$ cat src/rtl/bshift_pkg.sv
package bshift_pkg;

  typedef enum logic [1:0] {
    SK_LOGICAL  = 2'd0,
    SK_ARITH    = 2'd1,
    SK_ROTATE   = 2'd2,
    SK_RESERVED = 2'd3
  } shift_kind_e;

  localparam int unsigned DEF_DATA_W = 32;

endpackage

$ cat src/rtl/bshift_decode.sv
module bshift_decode #(
  parameter int unsigned DATA_W = 32,
  localparam int unsigned STG_N = $clog2(DATA_W),
  localparam int unsigned CNT_W = STG_N + 1
) (
  input  logic [CNT_W-1:0] cnt,
  input  logic [1:0]       kind,
  input  logic             sign_bit,
  output logic             go_left,
  output logic [STG_N-1:0] stage_sel,
  output logic             full_span,
  output logic             fill_bit,
  output logic             is_rot,
  output logic             bypass
);
  import bshift_pkg::*;

  logic [CNT_W-1:0] mag;
  shift_kind_e      k;

  always_comb begin
    k         = shift_kind_e'(kind);
    go_left   = cnt[CNT_W-1];
    mag       = go_left ? (~cnt + 1'b1) : cnt;
    stage_sel = mag[STG_N-1:0];
    full_span = mag[CNT_W-1];
    is_rot    = (k == SK_ROTATE);
    bypass    = (k == SK_RESERVED);
    fill_bit  = (k == SK_ARITH) && !go_left && sign_bit;
  end

  always_comb begin
    AST_MAG_BOUND: assert (mag <= CNT_W'(DATA_W));
    if (cnt == '0)
      AST_ZERO_NO_STAGE: assert (stage_sel == '0 && !full_span);
  end

endmodule

$ cat src/rtl/bshift_reverse.sv
module bshift_reverse #(
  parameter int unsigned DATA_W = 32
) (
  input  logic              en,
  input  logic [DATA_W-1:0] din,
  output logic [DATA_W-1:0] dout
);
  logic [DATA_W-1:0] flipped;

  for (genvar i = 0; i < DATA_W; i++) begin : g_flip
    assign flipped[i] = din[DATA_W-1-i];
  end

  assign dout = en ? flipped : din;

endmodule

$ cat src/rtl/bshift_stage.sv
module bshift_stage #(
  parameter int unsigned DATA_W = 32,
  parameter int unsigned DIST   = 1
) (
  input  logic              sel,
  input  logic              rot,
  input  logic              fill,
  input  logic [DATA_W-1:0] din,
  output logic [DATA_W-1:0] dout
);
  logic [DATA_W-1:0] moved;

  for (genvar i = 0; i < DATA_W; i++) begin : g_bit
    if (i + DIST < DATA_W) begin : g_in_range
      assign moved[i] = din[i+DIST];
    end else begin : g_wrap
      assign moved[i] = rot ? din[i+DIST-DATA_W] : fill;
    end
  end

  assign dout = sel ? moved : din;

  always_comb begin
    if (rot)
      AST_STAGE_KEEPS_ONES: assert ($countones(dout) == $countones(din));
    if (!sel)
      AST_STAGE_IDLE_PASS: assert (dout == din);
  end

endmodule

$ cat src/rtl/bshift_top.sv
module bshift_top #(
  parameter int unsigned DATA_W = bshift_pkg::DEF_DATA_W,
  localparam int unsigned STG_N = $clog2(DATA_W),
  localparam int unsigned CNT_W = STG_N + 1
) (
  input  logic [DATA_W-1:0] data_in,
  input  logic [1:0]        shift_kind,
  input  logic [CNT_W-1:0]  shift_cnt,
  output logic [DATA_W-1:0] data_out
);
  import bshift_pkg::*;

  logic             go_left;
  logic [STG_N-1:0] stage_sel;
  logic             full_span;
  logic             fill_bit;
  logic             is_rot;
  logic             bypass;

  logic [DATA_W-1:0]          pre;
  logic [STG_N:0][DATA_W-1:0] chain;
  logic [DATA_W-1:0]          post;
  logic [DATA_W-1:0]          net_out;

  bshift_decode #(.DATA_W(DATA_W)) u_decode (
    .cnt       (shift_cnt),
    .kind      (shift_kind),
    .sign_bit  (data_in[DATA_W-1]),
    .go_left   (go_left),
    .stage_sel (stage_sel),
    .full_span (full_span),
    .fill_bit  (fill_bit),
    .is_rot    (is_rot),
    .bypass    (bypass)
  );

  bshift_reverse #(.DATA_W(DATA_W)) u_rev_in (
    .en   (go_left),
    .din  (data_in),
    .dout (pre)
  );

  assign chain[0] = pre;

  for (genvar s = 0; s < STG_N; s++) begin : g_stage
    bshift_stage #(.DATA_W(DATA_W), .DIST(1 << s)) u_stage (
      .sel  (stage_sel[s]),
      .rot  (is_rot),
      .fill (fill_bit),
      .din  (chain[s]),
      .dout (chain[s+1])
    );
  end

  bshift_reverse #(.DATA_W(DATA_W)) u_rev_out (
    .en   (go_left),
    .din  (chain[STG_N]),
    .dout (post)
  );

  always_comb begin
    if (bypass)
      net_out = data_in;
    else if (full_span && !is_rot)
      net_out = {DATA_W{fill_bit}};
    else
      net_out = post;
  end

  assign data_out = net_out;

  always_comb begin
    if (shift_cnt == '0)
      AST_ZERO_COUNT_PASS: assert (data_out == data_in);
    if (shift_kind == 2'd3)
      AST_RESERVED_PASS: assert (data_out == data_in);
    if (shift_kind == 2'd2)
      AST_ROTATE_NO_LOSS: assert ($countones(data_out) == $countones(data_in));
    if (shift_kind == 2'd0 && shift_cnt == {1'b1, {STG_N{1'b0}}})
      AST_FULL_LEFT_CLEAR: assert (data_out == '0);
    if (shift_kind == 2'd0 && !shift_cnt[CNT_W-1] && shift_cnt != '0)
      AST_RIGHT_TOP_ZERO: assert (data_out[DATA_W-1] == 1'b0);
    if (shift_kind[1] == 1'b0 && shift_cnt[CNT_W-1])
      AST_LEFT_BOTTOM_ZERO: assert (data_out[0] == 1'b0);
    if (shift_kind == 2'd1 && !shift_cnt[CNT_W-1])
      AST_ARITH_SIGN_KEPT: assert (data_out[DATA_W-1] == data_in[DATA_W-1]);
  end

endmodule

$ cat config.mk
export PLATFORM = sky130hd
export DESIGN_NAME = bshift_top
export DESIGN_NICKNAME = d
export VERILOG_FILES = /design/src/rtl/bshift_pkg.sv /design/src/rtl/bshift_decode.sv /design/src/rtl/bshift_reverse.sv /design/src/rtl/bshift_stage.sv /design/src/rtl/bshift_top.sv
export SDC_FILE = /design/constraint.sdc
export NUM_CORES = 1
export LEC_CHECK = 0
export CAP_MARGIN = 40
export CELL_PAD_IN_SITES_DETAIL_PLACEMENT = 1
export CELL_PAD_IN_SITES_GLOBAL_PLACEMENT = 1
export CORE_MARGIN = 1
export CORE_UTILIZATION = 35
export DETAILED_ROUTE_END_ITERATION = 10
export DONT_BUFFER_PORTS = 1
export PLACE_DENSITY_LB_ADDON = 0.1
export SLEW_MARGIN = 20
export SYNTH_ARGS = -nofsm -noshare
export SYNTH_HDL_FRONTEND = slang
export SYNTH_SLANG_ARGS = --single-unit
$ cat constraint.sdc
create_clock -name vclk -period 3.6
set_input_delay 0.18 -clock vclk [all_inputs]
set_output_delay 0.18 -clock vclk [all_outputs]
set_load 0.01 [all_outputs]
# Word-level counts from Yosys, hierarchy flattened
# Index checks and enable logic that the tools add are counted.
[word_totals]
reg_bits = 0
output_inout_bits = 32
word_cells = 51
in_bits = 40
[op_classes]
eq_ne = 3
n_bitwise = 1
reduce_logical = 5
n_addsub = 1
mux = 41
[ops]
columns = ["op", "n"]
rows = [
  ["32-bit two-way mux", 9],
  ["1-bit two-way mux", 31],
  ["6-bit by 1-bit adder with 6-bit output, second input constant", 1],
  ["6-bit two-way mux", 1],
  ["6-bit inverter", 1],
  ["2-bit == test, second input constant", 2],
  ["1-bit logical AND", 3],
  ["2-bit by 1-bit == test with 1-bit output, second input constant", 1],
  ["1-bit logical NOT", 2],
]

# Depth between registers and ports, before layout
# Gate-level depths: netlist (run 1).
[depth]
depth_word = 16
depth_mapped = 13
ltp_nobuf = 9

# By module
# Synthesis (run 1) repeated with hierarchy kept, for this count alone.
[unflattened]
cells_unflattened = 457
hier_area_um2 = 4689.5
[by_module_without_submodules]
columns = ["module", "n_inst", "seq_area_each_um2", "area_each_um2", "cells_each"]
rows = [
  ["bshift_reverse", 2, 0.0, 544.3, 36],
  ["bshift_top", 1, 0.0, 670.6, 111],
  ["bshift_stage (g_stage[4].u_stage)", 1, 0.0, 643.1, 74],
  ["bshift_stage (g_stage[0].u_stage)", 1, 0.0, 544.3, 38],
  ["bshift_stage (g_stage[2].u_stage)", 1, 0.0, 540.5, 45],
  ["bshift_stage (g_stage[1].u_stage)", 1, 0.0, 535.5, 40],
  ["bshift_stage (g_stage[3].u_stage)", 1, 0.0, 520.5, 55],
  ["bshift_decode", 1, 0.0, 146.4, 22],
]

# Worst setup path before layout (run 1)
# No wires, ideal clock.
[synth_timing]
path_kind = "input to output"
from = "input shift_cnt[1]"
to = "output data_out[28]"
slack_ps = 649
n_path_buf = 3
arrival_ps = 2771
required_ps = 3420
stages = 12
cell_sequence = "buf_2 buf_2 inv_1 ha_1 and2_1 clkbuf_1 a22o_1 a221o_1 mux4_2 o21ai_1 o21ai_1 o221ai_1"
[synth_between]
elab_chain_len = 11
word_cells_on_any_way = 14
cone_classes = "1 x add/sub; 11 x mux; 1 x bitwise; 1 x reduce/logical"
[synth_lines]
columns = ["item", "line_no", "source"]
rows = [
  ["start, declared", "bshift_top.sv:8", "input logic [CNT_W-1:0] shift_cnt,"],
  ["6-bit inverter", "bshift_decode.sv:24", "mag = go_left ? (~cnt + 1'b1) : cnt;"],
  ["6-bit by 1-bit adder with 6-bit output", "bshift_decode.sv:24", ""],
  ["6-bit two-way mux *", "bshift_decode.sv:24", ""],
  ["32-bit two-way mux", "bshift_stage.sv:21", "assign dout = sel ? moved : din;"],
  ["1-bit two-way mux / 32-bit two-way mux (equally long branches)", "bshift_stage.sv:17, bshift_stage.sv:21", ""],
  ["32-bit two-way mux / 1-bit two-way mux (equally long branches) (2 in a row)", "bshift_stage.sv:21, bshift_stage.sv:17", ""],
  ["32-bit two-way mux", "bshift_stage.sv:21", ""],
  ["32-bit two-way mux", "bshift_reverse.sv:14", "assign dout = en ? flipped : din;"],
  ["32-bit two-way mux *", "bshift_top.sv:64", "else if (full_span && !is_rot)"],
  ["32-bit two-way mux *", "bshift_top.sv:62", "if (bypass)"],
  ["end, declared", "bshift_top.sv:9", "output logic [DATA_W-1:0] data_out"],
]
# Every way passes the cells marked *; elsewhere a longest branch is shown, timed or not.

# Worst setup path after layout (run 1)
[layout_timing]
from = "input shift_cnt[0]"
to = "output data_out[16]"
[layout_between]
elab_chain_len = 12
word_cells_on_any_way = 16
cone_classes = "1 x add/sub; 13 x mux; 1 x bitwise; 1 x reduce/logical"
[layout_lines]
columns = ["item", "line_no"]
rows = [
  ["6-bit inverter", "bshift_decode.sv:24"],
  ["6-bit by 1-bit adder with 6-bit output", "bshift_decode.sv:24"],
  ["6-bit two-way mux *", "bshift_decode.sv:24"],
  ["32-bit two-way mux", "bshift_stage.sv:21"],
  ["32-bit two-way mux / 1-bit two-way mux (equally long branches) (3 in a row)", "bshift_stage.sv:21, bshift_stage.sv:17"],
  ["1-bit two-way mux / 32-bit two-way mux (equally long branches)", "bshift_stage.sv:17, bshift_stage.sv:21"],
  ["32-bit two-way mux", "bshift_stage.sv:21"],
  ["32-bit two-way mux", "bshift_reverse.sv:14"],
  ["32-bit two-way mux *", "bshift_top.sv:64"],
  ["32-bit two-way mux *", "bshift_top.sv:62"],
]
# Marks and branches as above.

==> qor.tcl, run 1 <==
set qor(p_per_area_nw_per_um2) 245.3
set qor(design.die.area_sq_um) 10970
set qor(finalNetCount) 534
set qor(detailroute.via_count) 4604
set qor(cts-hold-fix-buffers) 0
set qor(num_rows) 37
set qor(cp_slowest_cell) {sky130_fd_sc_hd__nor2b_2}
set qor(worst-path-buf-inv) 1
set qor(timing.critical_path.fanout_max) 75
set qor(cellLeakagePower_nw) 1.392
set qor(dp_hpwl_um) 14750
set qor(syn_area_sq_um) 3694
set qor(synthToLayoutAreaGrowth_pct) 2.439
set qor(timing.final.max_slew_violations) 0
set qor(path_class) {in2out}
set qor(synth_sequential_area_ratio_pct) 0
set qor(global_route_total_usage_across_every_layer_pct) 33.74
set qor(syn-instance-count) 522
set qor(avgRoutedWirePerCell_um) 30.13
set qor(global_route.overflow_total) 0
set qor(floorplan.initialDensity_pct) 35.94
set qor(transition_time_of_the_tightest_slew_check_pin_ps) 812.7
set qor(clock.fmax_ghz) 0.3233
set qor(routed_via_density) 7.343
set qor(final_layout_size_suffix_gt1_share_pct) 12.22
set qor(design.seq.count) 0
set qor(synth.yosys.warnings) 0
set qor(die_height_um) 104.7
set qor(outcome) {complete, no violations}
set qor(cp.depth) 9
set qor(cp_endpoint) {data_out[16]}
set qor(ioPinCount) 72
set qor(met2_length_um) 8682
set qor(design_power_total_uw) 928.3
set qor(cts.repair_timing.setup_buffer_count) 0
set qor(drcViolationCount) 0
set qor(antenna_found_initial) 0
set qor(final.setup.tns_ps) 0
set qor(worst_path_dominant_cell_family) {simple AND/OR/NAND/NOR gates}
set qor(crit_path_dat_ps) 2910
set qor(ant_nets) 0
set qor(num-clock-buffers) 0
set qor(grt_pass1_vias) 4551
set qor(worst_hold_startpoint) {data_in[27]}
set qor(timing.critical_path.cells) {inv_1, ha_1, nor2b_2, a2bb2oi_1, and2_0, mux4_2, nor2_1, o21ai_1, a221oi_2}
set qor(hold_class) {in2out}
set qor(grt_first_pass_wirelength_um) 28520
set qor(drt_iter0_markers) 414
set qor(grt_setup_unrepaired) {no}
set qor(drt_pass1_iterations) 5
set qor(dieWidth_um) 104.7
set qor(cp-end-kind) {output pin}
set qor(synthesis.area_per_instance_sq_um) 7.076
set qor(cts.repair.resized) 0
set qor(final_min_period_over_clock_period_pct) 85.92
set qor(timing.max_cap.violations) 0
set qor(layout.area.seq_sq_um) 0
set qor(core_region_area_sq_um) 10280
set qor(ys_types) 61
set qor(largest_net_degree_at_the_start_of_global_routing) 76
set qor(timing.critical_path.from_type) {input port}
set qor(timing.max_slew.rel_slack_pct) 45.40
set qor(setup-violations-final) 0
set qor(gp_congestion) 1.051
set qor(max_stage_delay_ps) 660
set qor(worstSetupStartpoint) {shift_cnt[0]}
set qor(finalWorstPathRequiredPeriod_ps) 3093
set qor(routed_length_on_met1_um) 8055
set qor(diodes) 0
set qor(finalNonFillerCells) 627
set qor(finalWirelength_um) 18890
set qor(top_signal_layer_used) {met4}
set qor(synth_fp_nets) 563
set qor(place.port_buffers) 0
set qor(wl_met3_um) 1222
set qor(final_hold_viol_count) 0
set qor(timing.critical_path.required_ps) 3420
set qor(irDropWorstVdd_mv) 0.09008
set qor(post_placement_cell_count) 625
-- cell usage in the layout, fill, tap and decap left out, types with 16 or more instances in the layout --
cell / n
sky130_fd_sc_hd__nor2_1: 28
sky130_fd_sc_hd__a22oi_1: 24
sky130_fd_sc_hd__buf_4: 19
sky130_fd_sc_hd__o21ai_0: 19
sky130_fd_sc_hd__mux2i_1: 64
sky130_fd_sc_hd__nand3_1: 16
sky130_fd_sc_hd__nor3_1: 22
sky130_fd_sc_hd__nand2_1: 52
sky130_fd_sc_hd__o22ai_1: 24
sky130_fd_sc_hd__a21oi_1: 29
-- cells by family (layout without fill, tap and decap cells) --
| family | after synthesis | after routing | share of synthesized area (%) |
|---|---|---|---|
| AO/OA/AOI/OAI | 223 | 223 | 44.75 |
| AND/OR/NAND/NOR | 152 | 152 | 19.14 |
| multiplexers | 83 | 83 | 25.88 |
| buffers and inverters | 56 | 25 | 8.028 |
| XOR/XNOR | 7 | 7 | 1.864 |
| adder cells (fa/ha/maj) | 1 | 1 | 0.3387 |
-- cell usage after synthesis (4+ instances only) --
cell,instances,share of area (%)
sky130_fd_sc_hd__o22ai_1,24,4.1
sky130_fd_sc_hd__clkbuf_1,19,1.9
sky130_fd_sc_hd__buf_1,4,0.41
sky130_fd_sc_hd__nand2_1,52,5.3
sky130_fd_sc_hd__mux2_2,9,2.7
sky130_fd_sc_hd__inv_1,4,0.41
sky130_fd_sc_hd__nor2b_1,4,0.68
sky130_fd_sc_hd__mux2i_1,64,17
sky130_fd_sc_hd__nand2b_1,7,1.2
sky130_fd_sc_hd__a31oi_1,8,1.4
sky130_fd_sc_hd__a32oi_1,6,1.4
sky130_fd_sc_hd__a221oi_2,6,2.4
sky130_fd_sc_hd__a21oi_1,29,3.9
sky130_fd_sc_hd__nor2_1,28,2.8
sky130_fd_sc_hd__a22oi_1,24,4.9
sky130_fd_sc_hd__nand3_1,16,2.2
sky130_fd_sc_hd__o221ai_1,15,3.6
sky130_fd_sc_hd__a221o_1,11,3.0
sky130_fd_sc_hd__buf_6,4,1.2
sky130_fd_sc_hd__a22o_1,14,3.3
sky130_fd_sc_hd__o211ai_1,13,2.6
sky130_fd_sc_hd__buf_4,4,0.81
sky130_fd_sc_hd__o21ai_1,15,2.0
sky130_fd_sc_hd__and2_1,5,0.85
sky130_fd_sc_hd__mux4_2,9,5.5
sky130_fd_sc_hd__a221oi_1,7,1.7
sky130_fd_sc_hd__o21a_1,4,0.81
sky130_fd_sc_hd__o21ai_0,19,2.6
sky130_fd_sc_hd__and3_1,4,0.68
sky130_fd_sc_hd__buf_2,20,2.7
sky130_fd_sc_hd__o31ai_1,5,1.0
sky130_fd_sc_hd__nor3_1,22,3.0
-- worst min path at each step --
stage / end / slack (ps) / cells after the start
5_1_grt: data_out[7] / 520 / 2
4_1_cts: data_out[27] / 500 / 2
3_3_place_gp: data_out[28] / 500 / 2
2_1_floorplan: data_out[20] / 490 / 2
6_report: data_out[27] / 500 / 2
3_5_place_dp: data_out[27] / 500 / 2
-- cell type report --
| class | count | area (sq um) |
|---|---|---|
| Timing Repair Buffer | 21 | 168.9 |
| Tap cell | 136 | 170.2 |
| Inverter | 4 | 15.01 |
| Multi-Input combinational cell | 466 | 3430 |
| Fill cell | 1326 | 6494 |
-- stage by stage --
stage | setup WS [ps] | hold WS, ps | util (%) | cell area (sq um)
detailed placement | 299.5 | 504.4 | 36.60 | 3761
floorplan | 648.9 | 489.4 | - | 3694
global placement | 408.3 | 500.7 | 36.49 | 3750
CTS | 287.1 | 504.2 | 36.60 | 3761
global route | 350.9 | 517.1 | 36.82 | 3784
finish | 506.9 | 499.5 | 36.82 | 3784
-- where the power goes --
| group | leakage, nW | internal (mW) | switching, mW | total, mW |
|---|---|---|---|---|
| logic | 1.39 | 0.338 | 0.590 | 0.928 |
| clock network | 0 | 0 | 0 | 0 |
| registers | 0 | 0 | 0 | 0 |
| total | 1.39 | 0.338 | 0.590 | 0.928 |
-- routing by layer --
layer | track usage (%) | vias to the layer above
li1 | - | 2049
met4 | 13.38 | 0
met1 | 43.97 | 2300
met3 | 3.431 | 42
met5 | 0 | -
met2 | 56.81 | 213
No activity file was read; power rests on OpenSTA's default activity.
==> run 2, diff against run 1 <==
--- a/config.mk
+++ b/config.mk
@@ -12,7 +12,7 @@
 export CORE_UTILIZATION = 35
 export DETAILED_ROUTE_END_ITERATION = 10
 export DONT_BUFFER_PORTS = 1
-export PLACE_DENSITY_LB_ADDON = 0.1
+export PLACE_DENSITY = 0.7
 export SLEW_MARGIN = 20
 export SYNTH_ARGS = -nofsm -noshare
 export SYNTH_HDL_FRONTEND = slang
==> qor.tcl, run 2 (same netlist as run 1, synthesis figures left out) <==
set qor(multi_input_area_sq_um) 3430
set qor(finalNetCount) 534
set qor(routed_via_density) 7.483
set qor(diodes) 0
set qor(cp_slowest_cell) {sky130_fd_sc_hd__o31ai_1}
set qor(timing.final.max_slew_violations) 0
set qor(dpl_worst_slack_ps) 547.8
set qor(cellInternalPower_uw) 335.9
set qor(timing.critical_path.cells) {inv_1, ha_1, and2_1, a21oi_1, o31ai_1, a21oi_1, o22ai_1, o21ai_0, a221o_1}
set qor(timing.critical_path.from_type) {input port}
set qor(gp_congestion) 1.110
set qor(drt_iter0_markers) 359
set qor(layout.cell_area.non_filler_sq_um) 3776
set qor(timing.max_cap.violations) 0
set qor(netSwitchingFraction_pct) 63.69
set qor(cts.repair_timing.setup_buffer_count) 0
set qor(timing.critical_path.fanout_max) 75
set qor(design_power_total_uw) 925.1
set qor(commonest_cells_after_routing_fill_and_taps_aside) {sky130_fd_sc_hd__mux2i_1 (64), sky130_fd_sc_hd__nand2_1 (52), sky130_fd_sc_hd__a21oi_1 (29)}
set qor(critical-path-top-cell-by-count) {sky130_fd_sc_hd__a21oi_1}
set qor(avgRoutedWirePerCell_um) 30.33
set qor(max_stage_delay_ps) 700
set qor(num_rows) 37
set qor(global_route_total_usage_across_every_layer_pct) 34.09
set qor(largest_net_degree_at_the_start_of_global_routing) 76
set qor(num-clock-buffers) 0
set qor(p_per_area_nw_per_um2) 245.0
set qor(grt_setup_unrepaired) {no}
set qor(die_height_um) 104.7
set qor(setup-violations-final) 0
set qor(final_hold_viol_count) 0
set qor(comb_power_share_pct) 100.0
set qor(ioPinCount) 72
set qor(transition_time_of_the_tightest_slew_check_pin_ps) 982.7
set qor(drt_pass1_iterations) 7
set qor(drcViolationCount) 0
set qor(floorplan.initialDensity_pct) 35.94
set qor(total_switching_power_uw) 589.2
set qor(detailroute.via_count) 4692
set qor(cellLeakagePower_nw) 1.389
set qor(dp_hpwl_um) 15030
set qor(grt_first_pass_wirelength_um) 29080
set qor(worst_hold_startpoint) {data_in[27]}
set qor(postLayoutSetupSlackWorst_ps) 384.9
set qor(design.die.area_sq_um) 10970
set qor(place.port_buffers) 0
set qor(synthToLayoutAreaGrowth_pct) 2.236
set qor(mostFrequentLayoutCell) {sky130_fd_sc_hd__mux2i_1}
set qor(dieWidth_um) 104.7
set qor(power_frac_clock_pct) 0
set qor(final_layout_size_suffix_gt1_share_pct) 12.22
set qor(timing.critical_path.required_ps) 3420
set qor(final_min_period_over_clock_period_pct) 89.31
set qor(timing.max_slew.rel_slack_pct) 34.35
set qor(cp_endpoint) {data_out[10]}
set qor(final.setup.tns_ps) 0
set qor(placedInstanceArea_sq_um) 3776
set qor(pwr-share-seq_pct) 0
set qor(cts.repair.resized) 0
set qor(irDropWorstVdd_mv) 0.09653
set qor(outcome) {complete, no violations}
set qor(cts-hold-fix-buffers) 0
set qor(grt_pass1_vias) 4648
set qor(cp-end-kind) {output pin}
set qor(finalWirelength_um) 19020
set qor(crit_path_dat_ps) 3040
set qor(worstSetupStartpoint) {shift_cnt[0]}
set qor(antenna_found_initial) 0
set qor(ant_nets) 0
set qor(post_placement_cell_count) 627
set qor(finalWorstPathRequiredPeriod_ps) 3215
set qor(global_route.overflow_total) 0
set qor(design.seq.count) 0
set qor(path_class) {in2out}
set qor(hold_class) {in2out}
set qor(clock.fmax_ghz) 0.3110
set qor(core_region_area_sq_um) 10280
set qor(finalNonFillerCells) 627
set qor(final.fill_count) 1325
set qor(layout.area.seq_sq_um) 0
-- run 2: layer usage --
metal / global-route usage [%] / vias to the layer above / part of all wire (%)
met5: 0 / - / 0
met4: 16.20 / 0 / 5.4
met3: 5.490 / 64 / 7.6
met2: 57.52 / 253 / 47
met1: 42.09 / 2326 / 40
li1: - / 2049 / -
-- run 2: how the worst min path moves through the flow --
stage,endpoint,slack [ps],depth (start not counted)
final,data_out[27],500,2
after global routing,data_out[2],510,2
after CTS,data_out[2],500,2
after detailed placement,data_out[2],500,2
after global placement,data_out[4],500,2
after floorplan,data_out[20],490,2
-- run 2: critical path, delay by kind of cell --
family          cells  cell delay, ps
buf+inv             1              50
compound gates      6            1900
simple gates        1             530
fa+ha+maj           1             380
-- run 2: layout make-up --
class / count / area share, %
tap: 136 / 4.506
timing repair buffer: 21 / 4.274
inverter: 4 / 0.3976
multi-input combinational: 466 / 90.82
-- run 2: power groups by stage --
stage | combinational, mW | clock [mW] | sequential, mW
2_1_floorplan | 0.695 | 0 | 0
5_1_grt | 0.984 | 0 | 0
6_report | 0.925 | 0 | 0
3_3_place_gp | 0.872 | 0 | 0
4_1_cts | 0.901 | 0 | 0
3_5_place_dp | 0.897 | 0 | 0
-- run 2: per-stage QoR --
stage | util [%] | hold WS, ps
final | 36.74 | 500.0
after global routing | 36.74 | 511.6
after CTS | 36.74 | 503.7
after detailed placement | 36.74 | 498.5
after global placement | 36.63 | 498.3
after floorplan | - | 489.4
